### src/rtl/serial_chan_regif.sv
module serial_chan_regif (
  input  logic       clk,
  input  logic       rst_n,
  input  logic       wr_en,
  input  logic       ctl_sel,
  input  logic [7:0] wdata,
  input  logic       tx_taken,
  input  logic       rx_char,
  input  logic       stat_evt,
  input  logic       err_evt,
  input  logic [7:0] err_code,
  output logic [2:0] reg_ptr,
  output logic [7:0] stat0,
  output logic [7:0] stat1,
  output logic [3:0] irq_pend,
  output logic       rx_armed,
  output logic [7:0] tx_hold,
  output logic       tx_hold_vld,
  output logic       dtr,
  output logic       rts,
  output logic       brk,
  output logic       dtr_chg,
  output logic       rts_chg,
  output logic       brk_chg
);
  localparam int TXEN_BIT = 3;
  localparam int DTR_BIT  = 7;
  localparam int BRK_BIT  = 4;
  localparam int RTS_BIT  = 1;
  localparam logic [2:0] CMD_RST_STAT = 3'd2;
  localparam logic [2:0] CMD_CHAN_RST = 3'd3;
  localparam logic [2:0] CMD_ARM_RX   = 3'd4;
  localparam logic [2:0] CMD_RST_TX   = 3'd5;
  localparam logic [2:0] CMD_RST_ERR  = 3'd6;

  logic [7:0] wr5;
  logic       rx_avail, tx_empty;
  logic [3:0] pend_set, pend_clr;

  wire       ctl_wr   = wr_en & ctl_sel;
  wire       dat_wr   = wr_en & ~ctl_sel;
  wire       wr0      = ctl_wr & (reg_ptr == 3'd0);
  wire       wr5_hit  = ctl_wr & (reg_ptr == 3'd5);
  wire [2:0] cmd      = wdata[5:3];
  wire       chan_rst = wr0 & (cmd == CMD_CHAN_RST);
  wire       arm_cmd  = wr0 & (cmd == CMD_ARM_RX);
  wire       tx_acc   = dat_wr & wr5[TXEN_BIT];

  assign stat0 = {5'b0, tx_empty, 1'b0, rx_avail};
  assign dtr   = wr5[DTR_BIT];
  assign rts   = wr5[RTS_BIT];
  assign brk   = wr5[BRK_BIT];

  always_comb begin
    pend_set = {err_evt, stat_evt, tx_taken, rx_char & rx_armed};
    pend_clr = {wr0 & (cmd == CMD_RST_ERR),
                wr0 & (cmd == CMD_RST_STAT),
                tx_acc | (wr0 & (cmd == CMD_RST_TX)),
                1'b0};
  end

  always_ff @(posedge clk or negedge rst_n) begin
    if (!rst_n) begin
      reg_ptr     <= 3'd0;
      wr5         <= 8'h00;
      rx_avail    <= 1'b0;
      tx_empty    <= 1'b1;
      stat1       <= 8'h00;
      irq_pend    <= 4'h0;
      rx_armed    <= 1'b0;
      tx_hold     <= 8'h00;
      tx_hold_vld <= 1'b0;
      dtr_chg     <= 1'b0;
      rts_chg     <= 1'b0;
      brk_chg     <= 1'b0;
    end else begin
      dtr_chg <= wr5_hit & (wdata[DTR_BIT] ^ wr5[DTR_BIT]);
      rts_chg <= wr5_hit & (wdata[RTS_BIT] ^ wr5[RTS_BIT]);
      brk_chg <= wr5_hit & (wdata[BRK_BIT] ^ wr5[BRK_BIT]);
      if (ctl_wr) reg_ptr <= wr0 ? wdata[2:0] : 3'd0;
      if (wr5_hit) wr5 <= wdata;
      if (chan_rst) begin
        rx_avail    <= 1'b0;
        tx_empty    <= 1'b1;
        stat1       <= 8'h00;
        irq_pend    <= 4'h0;
        rx_armed    <= 1'b0;
        tx_hold_vld <= 1'b0;
      end else begin
        irq_pend <= (irq_pend | pend_set) & ~pend_clr;
        if (rx_char) rx_avail <= 1'b1;
        if (err_evt) stat1 <= stat1 | err_code;
        if (arm_cmd) rx_armed <= 1'b1;
        else if (rx_char) rx_armed <= 1'b0;
        if (tx_acc) begin
          tx_empty    <= 1'b0;
          tx_hold     <= wdata;
          tx_hold_vld <= 1'b1;
        end else if (tx_taken) begin
          tx_empty    <= 1'b1;
          tx_hold_vld <= 1'b0;
        end
      end
    end
  end

  a_r2_ptr_returns: assert property (@(posedge clk) disable iff (!rst_n)
    ctl_wr && reg_ptr != 3'd0 |=> reg_ptr == 3'd0);

  a_r4_chan_reset: assert property (@(posedge clk) disable iff (!rst_n)
    chan_rst |=> stat0 == 8'h04 && stat1 == 8'h00 && irq_pend == 4'h0 && !tx_hold_vld && !rx_armed);

  a_r6_data_ignored: assert property (@(posedge clk) disable iff (!rst_n)
    dat_wr && !wr5[TXEN_BIT] |=> $stable(tx_hold));

  a_r7_data_accepted: assert property (@(posedge clk) disable iff (!rst_n)
    tx_acc |=> !stat0[2] && !irq_pend[1] && tx_hold_vld && tx_hold == $past(wdata));

  a_r9_no_spurious_strobe: assert property (@(posedge clk) disable iff (!rst_n)
    !(ctl_wr && reg_ptr == 3'd5) |=> !dtr_chg && !rts_chg && !brk_chg);

  a_r9_dtr_strobe_moves: assert property (@(posedge clk) disable iff (!rst_n)
    dtr_chg |-> dtr != $past(dtr));
endmodule

### config.mk
export PLATFORM = sky130hd
export DESIGN_NAME = serial_chan_regif
export DESIGN_NICKNAME = d
export VERILOG_FILES = /design/src/rtl/serial_chan_regif.sv
export SDC_FILE = /design/constraint.sdc
export NUM_CORES = 1
export LEC_CHECK = 0
export CAP_MARGIN = 20
export CORE_ASPECT_RATIO = 1.2
export CORE_MARGIN = 5
export CORE_UTILIZATION = 60
export CTS_CLUSTER_DIAMETER = 30
export DETAILED_ROUTE_END_ITERATION = 10
export DONT_BUFFER_PORTS = 1
export PLACE_DENSITY = 0.76
export SYNTH_ARGS = -nofsm -noshare
export SYNTH_HDL_FRONTEND = slang
export SYNTH_SLANG_ARGS = --single-unit
### constraint.sdc
create_clock -name clk -period 1.96 [get_ports clk]
set_clock_uncertainty 0.05 [all_clocks]
set_input_delay 0.098 -clock clk [delete_from_list [all_inputs] [get_ports clk]]
set_output_delay 0.098 -clock clk [all_outputs]
set_load 0.03 [all_outputs]
==> summary.md <==
| Metric | Value |
|---|---|
| Via count | 913 |
| Max clock buf depth | 2 |
| Total Nets Final | approximately 170 |
| Total CTS buffers | 5 |
| CP Data Required Time | 2.17 ns |
| Top cell type by total area after synthesis | dfrtp_1 |
| Power Internal | around 0.0012 W |
| Cell Rows | 19 |
| Mux cell area share after synthesis | around a tenth |
| Avg Synthesized Cell Area | between 10 and 15 um2 |
| Total GRT Usage | 18.9% |
| Diodes inserted | 0 |
| Die Span X | roughly 54 um |
| DR pass1 iterations | 4 |
| Static leakage | ~0.75 nW |
| Worst skew pair latency | roughly 0.32 ns |
| CP endpoint kind | register |
| Largest net degree at the start of global routing | 35 |
| R2r startpoint | reg_ptr[2] |
| Top Usage Layer GRT | met2 |
| I/O pin total | 63 |
| Top_reg_cell synth | dfrtp_1 |
| Residual DRC | 0 |
| Setup CP Type | reg -> reg |
| Starting density of the core | just over 60% |
| Area grow syn2layout | 21.1% |
| R2r endpoint | rx_armed |
| Measured slew at the worst slew-check pin | a little under 0.6 ns |
| Slew headroom | between 60% and 70% |
| Placed Area | between 1000 and 1500 um2 |
| Crit path DAT | 2.09 ns |
| Die Y | approximately 63 um |
| Synth Warn # | 0 |
| Synth Area in Simple Gates | 10.3% |
| Largest family of logic cells by synthesized area | simple AND/OR/NAND/NOR gates |
| VDD IR max | between 1 and 1.5 mV |
| Sink Count | 34 |
| Area contributors post-synth | dfrtp_1 58%, mux2_2 5.5%, nor2_1 4.5% |
| Layout cells sized above 1 | between 15 and 20% |
| Fill cell count | between 150 and 200 |
| RSZ-0062 raised after global routing | false |
| Yosys reg bits | 34 |
| CP max stage cell | dfrtp_1 |
| R2R setup slack | between 0.07 and 0.08 ns |
| Met2 Usage GRT | 29.8% |
| Worst hold stages | 2 |
| Top cell type's share of synthesized area | about three fifths |
| Worst Hold Endpoint | irq_pend[0] |
| Worst-path clk slew | around 0.09 ns |
| Mapped Cells | between 100 and 150 |
| Setup TNS | 0 ns |
| Reg2reg path depth | 4 |
| Number of buffers added on ports | 0 |
| Post-route cell area | around 1700 um2 |
| CP max stage delay | slightly above 0.6 ns |
| CP Launch Type | register |
| Minimum clock period | about 1.9 ns |
| Met1 Resource Use GR | 21.4% |
| Seq/Total Area, Yosys | between 50% and 60% |
| Global-route wire length before repair | between 4 and 5 mm |
| Switch share | between 40% and 50% |
| HP Start | wdata[3] |
| Fin worst setup slack | 0.0765 ns |
| Place WS | 0.409 ns |
| Adder-cell share of the synthesized area | 0% |
| CP top delay family | flip-flops |
| Max-Cap Viols | 0 |
| Power share of the combinational group | 18.2% |
| Setup violators final | 0 |
| Post-synth EDFFs | 0 |
| Final worst-path cycle share | ~96% |
| Final hold violation count | 0 |
| DP HPWL | ~1.9 mm |
| Hold Crit Class | in -> reg |
| Slew Limit Fails | 0 |
| Top post-synthesis cells by count | 33 x dfrtp_1, 17 x nor2_1, 11 x a21oi_1 |
| CTS HTree Levels | 2 |
| Compound-Gate Fraction of Synth Area | under 10% |
| Total gr overflow | 0 |
| Area of the mapped netlist | about 1400 um2 |
| Via density | between 5 and 6 |
| XOR/XNOR Fraction of Synth Area | 3.08% |
| Pwr/cell area | 1200 nW/um2 |
| Die area | around 3400 um2 |
| DR WL/cell | between 15 and 20 um |
| Buffers & Inverters on Critical Path | 1 |
| Clk pwr share | between 10% and 20% |
| Max FO, Critical Path | 4 |
| Setup bufs post-CTS | 0 |
| Sw power | 0.000829 W |
| Post-synth cell types | 30 |
| Core area | between 2000 and 2500 um2 |
| Wirelength, routed | about 3.0 mm |
| Final GP Congestion | ~0.68 |
| Root Driver | clkbuf_4 |
| 1st-iter DRT viols | 10 |
| CTS tree | done |
| CP cell instances | nor2_1, a311o_1, a21oi_1, dlygate4sd3_1 |
| Initial antenna violation count | 0 |
| Reg power frac | around two thirds |
| Post-synthesis async set-or-reset flop share | 100% |
| Critical path startpoint | reg_ptr[2] |
| Count leader, synth | dfrtp_1 |
| Status | finished, final reports clean |
| F_max | 531 MHz |
| Routed Antenna Nets | 0 |
| Vias in the first global route | about 1000 |
| Met3 Use GR | 9.67% |
cells in the final DEF (no fill, tap or decap):
master	count
dfrtp_1	32
dlygate4sd3_1	25
nor2_1	17
a21oi_1	11
mux2_2	7
conb_1	6
clkbuf_4	5
mux2_4	4
xnor2_1	3
inv_1	3
clkbuf_1	3
xor2_1	2
o21ai_0	2
a31oi_1	2
nand2_1	2
a22o_1	2
and3b_4	1
and2_0	1
nand3b_1	1
nor2b_4	1
and4_4	1
nand3_4	1
a311o_1	1
nor2b_1	1
a41oi_1	1
o31ai_1	1
o31a_1	1
a22o_2	1
buf_12	1
buf_4	1
dfrtp_2	1
dfstp_2	1
cells by family (layout without fill, tap and decap cells):
| logic type | count (synthesis) | after routing |
|---|---|---|
| simple gates | 26 | 26 |
| compound gates | 22 | 22 |
| mux | 11 | 11 |
| buf+inv | 15 | 38 |
| xor+xnor | 5 | 5 |
| other cells | 1 | 6 |
| flops | 34 | 34 |
how the worst max path moves through the flow:
| stage | cells past startpoint | endpoint |
|---|---|---|
| 3_5_place_dp | 3 | irq_pend[1] |
| 4_1_cts | 4 | rx_armed |
| 2_1_floorplan | 3 | wr5[1] |
| 5_1_grt | 4 | rx_armed |
| 3_3_place_gp | 3 | wr5[3] |
| 6_report | 4 | rx_armed |
power by group through the flow:
stage	sequential [W]	combinational, W	clock, W
after floorplan	0.00131	0.000287	0
after global placement	0.00135	0.000291	0
after detailed placement	0.00135	0.000307	0
after CTS	0.00134	0.000378	0.000358
after global routing	0.00137	0.000419	0.000402
final	0.00134	0.000376	0.000347
sequential cells by signal (all words and copies together), names as in the netlist:
register	count
rx_avail	1
tx_empty	1
stat1	8
reg_ptr	3
tx_hold	8
tx_hold_vld	1
wr5	4
rts_chg	1
irq_pend	4
brk_chg	1
dtr_chg	1
rx_armed	1
area by class of cell:
| class | count | area [um2] | share of cell area [%] |
|---|---|---|---|
| clock buffer | 8 | 48.8 | 2.83 |
| inverter | 3 | 11.3 | 0.654 |
| multi-input combinational | 70 | 492 | 28.6 |
| sequential | 34 | 853 | 49.6 |
| tap | 31 | 38.8 | 2.25 |
| timing repair buffer | 27 | 278 | 16.1 |
routing by layer:
metal  share of wire [%]  wire [um]
met3                 9.2        274
met4                 1.7         51
met2                  51       1510
met5                   0          0
met1                  38       1130
through the flow:
| step | util (%) | hold slack (ns) | cells | power, W |
|---|---|---|---|---|
| 3_5_place_dp | 61.4 | -0.247 | 139 | 0.00166 |
| 3_3_place_gp | 61.4 | -0.247 | 139 | 0.00164 |
| 2_1_floorplan | - | -0.248 | 119 | 0.00160 |
| 6_report | 75.4 | 0.0312 | 173 | 0.00206 |
| 5_1_grt | 75.4 | 0.00835 | 173 | 0.00219 |
| 4_1_cts | 75.4 | 0.0167 | 173 | 0.00208 |
what timing repair did:
item / 4_1_cts / 5_1_grt
resized for setup: 0 / 1
hold endpoints to repair: 68 / 0
endpoints found under the setup margin: 0 / 1
hold buffers: 26 / 0
Note: power is estimated with default switching activity, not from simulation.
